$ cat src/rtl/lfsr_pkg.sv
`timescale 1ns/1ps
package lfsr_pkg;
  localparam int          LFSR_W_DEF    = 16;
  // Galois-form mask for x^16 + x^14 + x^13 + x^11 + 1 (right-shifting register)
  localparam logic [15:0] LFSR_POLY_DEF = 16'hB400;
  localparam logic [15:0] LFSR_INIT_DEF = 16'hACE1;

  typedef enum logic {
    FORM_FIB = 1'b0,
    FORM_GAL = 1'b1
  } lfsr_form_e;
endpackage

$ cat src/rtl/lfsr_fib_next.sv
`timescale 1ns/1ps
// External-XOR next-state: parity of the tapped bits enters at the MSB.
module lfsr_fib_next #(
  parameter int             W    = 16,
  parameter logic [W-1:0]   POLY = 16'hB400
) (
  input  logic [W-1:0] cur,
  output logic [W-1:0] nxt
);
  logic [W-1:0] tap_mask;

  // Fibonacci tap positions are the Galois mask mirrored end for end
  genvar gi;
  generate
    for (gi = 0; gi < W; gi++) begin : g_mask
      assign tap_mask[gi] = POLY[W-1-gi];
    end
  endgenerate

  logic feedback;
  assign feedback = ^(cur & tap_mask);
  assign nxt      = {feedback, cur[W-1:1]};
endmodule

$ cat src/rtl/lfsr_gal_next.sv
`timescale 1ns/1ps
// Internal-XOR next-state: the bit leaving at the LSB is folded into the taps.
module lfsr_gal_next #(
  parameter int             W    = 16,
  parameter logic [W-1:0]   POLY = 16'hB400
) (
  input  logic [W-1:0] cur,
  output logic [W-1:0] nxt
);
  logic out_bit;
  assign out_bit = cur[0];

  genvar gi;
  generate
    for (gi = 0; gi < W-1; gi++) begin : g_stage
      assign nxt[gi] = cur[gi+1] ^ (POLY[gi] & out_bit);
    end
  endgenerate
  assign nxt[W-1] = POLY[W-1] & out_bit;
endmodule

$ cat src/rtl/lfsr_state_reg.sv
`timescale 1ns/1ps
// State and serial-bit registers; load outranks the step enable.
module lfsr_state_reg #(
  parameter int           W          = 16,
  parameter logic [W-1:0] RESET_SEED = 16'hACE1
) (
  input  logic         clk,
  input  logic         rst,
  input  logic         load,
  input  logic [W-1:0] seed,
  input  logic         advance,
  input  logic [W-1:0] next_state,
  input  logic         shift_bit,
  output logic [W-1:0] state_q,
  output logic         bit_q
);
  always_ff @(posedge clk) begin
    if (rst) begin
      state_q <= RESET_SEED;
      bit_q   <= 1'b0;
    end else if (load) begin
      state_q <= seed;
    end else if (advance) begin
      state_q <= next_state;
      bit_q   <= shift_bit;
    end
  end
endmodule

$ cat src/rtl/lfsr_dual_form.sv
`timescale 1ns/1ps
module lfsr_dual_form
  import lfsr_pkg::*;
#(
  parameter int           W          = LFSR_W_DEF,
  parameter logic [W-1:0] POLY       = LFSR_POLY_DEF,
  parameter logic [W-1:0] RESET_SEED = LFSR_INIT_DEF
) (
  input  logic         clk,
  input  logic         rst,
  input  logic         sel_galois,
  input  logic         load,
  input  logic [W-1:0] seed,
  input  logic         step_en,
  output logic [W-1:0] state_out,
  output logic         bit_out
);
  lfsr_form_e   form;
  logic [W-1:0] cur_q;
  logic [W-1:0] fib_nxt;
  logic [W-1:0] gal_nxt;
  logic [W-1:0] sel_nxt;

  assign form = lfsr_form_e'(sel_galois);

  lfsr_fib_next #(.W(W), .POLY(POLY)) u_fib (
    .cur (cur_q),
    .nxt (fib_nxt)
  );

  lfsr_gal_next #(.W(W), .POLY(POLY)) u_gal (
    .cur (cur_q),
    .nxt (gal_nxt)
  );

  always_comb begin
    case (form)
      FORM_GAL: sel_nxt = gal_nxt;
      default:  sel_nxt = fib_nxt;
    endcase
  end

  lfsr_state_reg #(.W(W), .RESET_SEED(RESET_SEED)) u_reg (
    .clk        (clk),
    .rst        (rst),
    .load       (load),
    .seed       (seed),
    .advance    (step_en),
    .next_state (sel_nxt),
    .shift_bit  (cur_q[0]),
    .state_q    (cur_q),
    .bit_q      (bit_out)
  );

  assign state_out = cur_q;
endmodule

$ cat config.mk
export PLATFORM = sky130hd
export DESIGN_NAME = lfsr_dual_form
export DESIGN_NICKNAME = d
export VERILOG_FILES = /design/src/rtl/lfsr_pkg.sv /design/src/rtl/lfsr_fib_next.sv /design/src/rtl/lfsr_gal_next.sv /design/src/rtl/lfsr_state_reg.sv /design/src/rtl/lfsr_dual_form.sv
export SDC_FILE = /design/constraint.sdc
export NUM_CORES = 1
export LEC_CHECK = 0
export ABC_AREA = 1
export CAP_MARGIN = 20
export CORE_MARGIN = 3
export CORE_UTILIZATION = 40
export CTS_CLUSTER_SIZE = 40
export DETAILED_ROUTE_END_ITERATION = 8
export PLACE_DENSITY_LB_ADDON = 0.25
export SLEW_MARGIN = 20
export SYNTH_ARGS = -nofsm -noshare
export SYNTH_HDL_FRONTEND = slang
export SYNTH_SLANG_ARGS = --single-unit
$ cat constraint.sdc
create_clock -name clk -period 1.9 [get_ports clk]
set_input_delay 0.19 -clock clk [delete_from_list [all_inputs] [get_ports clk]]
set_output_delay 0.19 -clock clk [all_outputs]
set_load 0.005 [all_outputs]
==> results by group <==
Critical path
  • Worst endpoint data arrival time: about 1.2 ns
  • CP bufs+invs: 1
  • R2R Setup Slk: approximately 0.9 ns
  • Delay-heaviest family, CP: buffers and inverters
  • Crit-path cells: clkdlybuf4s50_1
  • CP Class: reg -> out
  • Crit path largest cell delay: about 0.53 ns
  • Critical Path RT: between 1.5 and 2 ns
  • Worst-path maximum fanout: 4
  • Startpoint class of the critical path: flip-flop
  • Crit end category: output pin
  • CP max stage cell: clkdlybuf4s50_1

Synth
  • Synthesized flop and latch total: 17
  • Mean Syn Cell Area: ~7.2 sq um
  • Cells after synthesis: about 120
  • Syn nets: roughly 140
  • Cell Area, Synth: between 800 and 900 sq um
  • Synth cell types: 21
  • Sequential share of the synthesized area: 40.06%
  • Synth warn: 0

Routing
  • DR iter-0 viols: 24
  • Initial DRT Pass Iterations: 6
  • Vias per cell: about 5.0
  • Routed WL per cell: 12.23 um
  • DR DRC count: 0
  • Final wirelength: approximately 2300 um
  • Routed Antenna Nets: 0
  • Vias post-DR: slightly above 900

Die
  • Core footprint: 0.001982 sq mm
  • Number of top-level pins: 38
  • FP Rows: 16
  • Die ar.: ~0.0027 sq mm
  • Die Height: approximately 52 um
  • Effective utilization at floorplan: 42.87%
  • Die W: around 52 um

Global routing
  • Initial antenna violation count: 0
  • GRT Overall Usage: a little under a fifth
  • Number of global-route vias before repair: roughly 880
  • First-pass GRT wire length: about 3800 um
  • Largest net degree at the start of global routing: 14
  • Grt ovf: 0

Placement
  • Buffers on Ports: 37
  • RePlAce Congestion: 0.8348
  • Post-DP Area: approximately 0.0012 sq mm
  • Detailed placement HPWL: approximately 1700 um

Flow run
  • Maximum capacitance violations: 0

Cells and area
  • Layout cell share with drive strength beyond 1: 9.554%
  • Post-layout util: between 60% and 70%
  • Ant. Diodes: 0
  • Final nets: approximately 180
  • Design area: 0.001266 sq mm
  • Area delta synth->final: 49.04%

Timing
  • Worst slew margin: roughly 70%
  • Min Tclk post-route: 1.421 ns
  • Fin. Hold Viols: 0
  • FMAX: roughly 700 MHz
  • RSZ-0062 raised after global routing: false
  • Slew Limit Fails: 0
  • Endpoints failing setup: 0
  • Worst-Margin Slew: 0.4466 ns
  • TNS Setup: 0 ns
  • WHS: 0.4994 ns
  • Final setup skew: a little over 0.006 ns
  • Fin crit share: 74.77%

CTS
  • CTS tree: yes
  • TritonCTS Buffers: 3
  • Clock Path Buffers: 2
  • Post-CTS Setup Inserts: 0
  • CTS H-tree lvls: 1
  • CTS Sinks: 17
  • Clk_lat worst skew: slightly below 0.3 ns
  • CTS Hold Buffers Added: 0
  • PostCTS Resize Cnt: 0
  • Clk slew on worst S/H paths: ~0.1 ns
  • Root buf cell: clkbuf_4

Power and ir drop
  • Peak supply drop: between 400 and 500 uV
  • Total power after layout: 0.8126 mW
  • P per Cell Area: around 640 mW/mm^2
  • LEAKAGE: between 0.5 and 0.6 nW

Run status
  • Status: completed

Min path
  • Min-Delay Path Class: reg -> reg
[per-layer routing]
metal / global-route usage [%] / up-vias / part of all wire [%]
met5: 0 / - / 0
met4: 6.114 / 0 / 0.89
met3: 6.590 / 2 / 6.8
met2: 31.17 / 32 / 50
met1: 22.20 / 430 / 43
li1: - / 456 / -
[sequential cells by signal, indices dropped and copies added, names as in the netlist]
register,flops
u_reg.bit_q,1
u_reg.state_q,16
[power by group]
| group | internal (mW) | switching, mW |
|---|---|---|
| clock network | 0.0817 | 0.117 |
| logic | 0.121 | 0.0882 |
| registers | 0.384 | 0.0210 |
| total | 0.586 | 0.227 |
[logic make-up after synthesis]
group                  count (synthesis)  share of synthesized area (%)
AND/OR/NAND/NOR                       54                          29.31
buffers and inverters                 23                          12.22
AO/OA/AOI/OAI                         21                          15.32
flip-flops                            17                          40.06
XOR/XNOR                               3                          3.093
[path summary, 6_finish.rpt]
path	start	to	cells past startpoint
min reg2reg	u_reg.state_q[8]$_SDFFE_PP0P_	u_reg.state_q[7]$_SDFFE_PP1P_	2
min	u_reg.state_q[8]$_SDFFE_PP0P_	u_reg.state_q[7]$_SDFFE_PP1P_	2
max	u_reg.state_q[0]$_SDFFE_PP1P_	state_out[0]	1
max reg2reg	u_reg.state_q[0]$_SDFFE_PP1P_	u_reg.state_q[12]$_SDFFE_PP0P_	4
[Yosys cell counts]
| cell | instances | share of area, % |
|---|---|---|
| inv_2 | 4 | 1.8 |
| o21ai_1 | 4 | 2.4 |
| nand3_1 | 9 | 5.3 |
| xor2_1 | 1 | 1.0 |
| nor2_8 | 1 | 2.4 |
| nor2_4 | 1 | 1.3 |
| o211ai_1 | 6 | 5.3 |
| buf_2 | 1 | 0.59 |
| xnor2_1 | 2 | 2.1 |
| nor2_2 | 1 | 0.74 |
| nor2_1 | 3 | 1.3 |
| clkbuf_2 | 1 | 0.59 |
| nand2_1 | 37 | 16 |
| a22oi_1 | 4 | 3.5 |
| a21oi_1 | 7 | 4.1 |
| nor3_2 | 1 | 1.2 |
| buf_6 | 1 | 1.3 |
| dfxtp_1 | 17 | 40 |
| nand2_2 | 1 | 0.74 |
| inv_1 | 14 | 6.2 |
| buf_4 | 2 | 1.8 |
[through the flow]
step / instances / setup WS, ns
2_1_floorplan: 118 / 1.018
3_3_place_gp: 180 / 0.3679
3_5_place_dp: 180 / 0.3036
4_1_cts: 184 / 0.4682
5_1_grt: 184 / 0.4088
6_report: 184 / 0.4794
[area by class of cell]
| type | count | area [sq um] |
|---|---|---|
| multi-input cells | 78 | 405.4 |
| well taps | 27 | 33.78 |
| fillers | 169 | 715.7 |
| inverters | 18 | 67.56 |
| flip-flops and latches | 17 | 340.3 |
| clock buffers | 4 | 26.28 |
| repair buffers | 40 | 392.9 |
[cell usage in the layout, fill, tap and decap left out]
cell / instances
nand2_1: 37
clkdlybuf4s50_1: 37
dfxtp_1: 17
inv_1: 14
nand3_1: 9
a21oi_1: 7
o211ai_1: 6
inv_2: 4
o21ai_1: 4
a22oi_1: 4
nor2_1: 3
clkbuf_4: 3
buf_4: 3
xnor2_1: 2
nand2_2: 1
nor2_8: 1
nor2_4: 1
nor2_2: 1
nor3_2: 1
xor2_1: 1
clkbuf_1: 1
(Power assumes the default switching activity.)
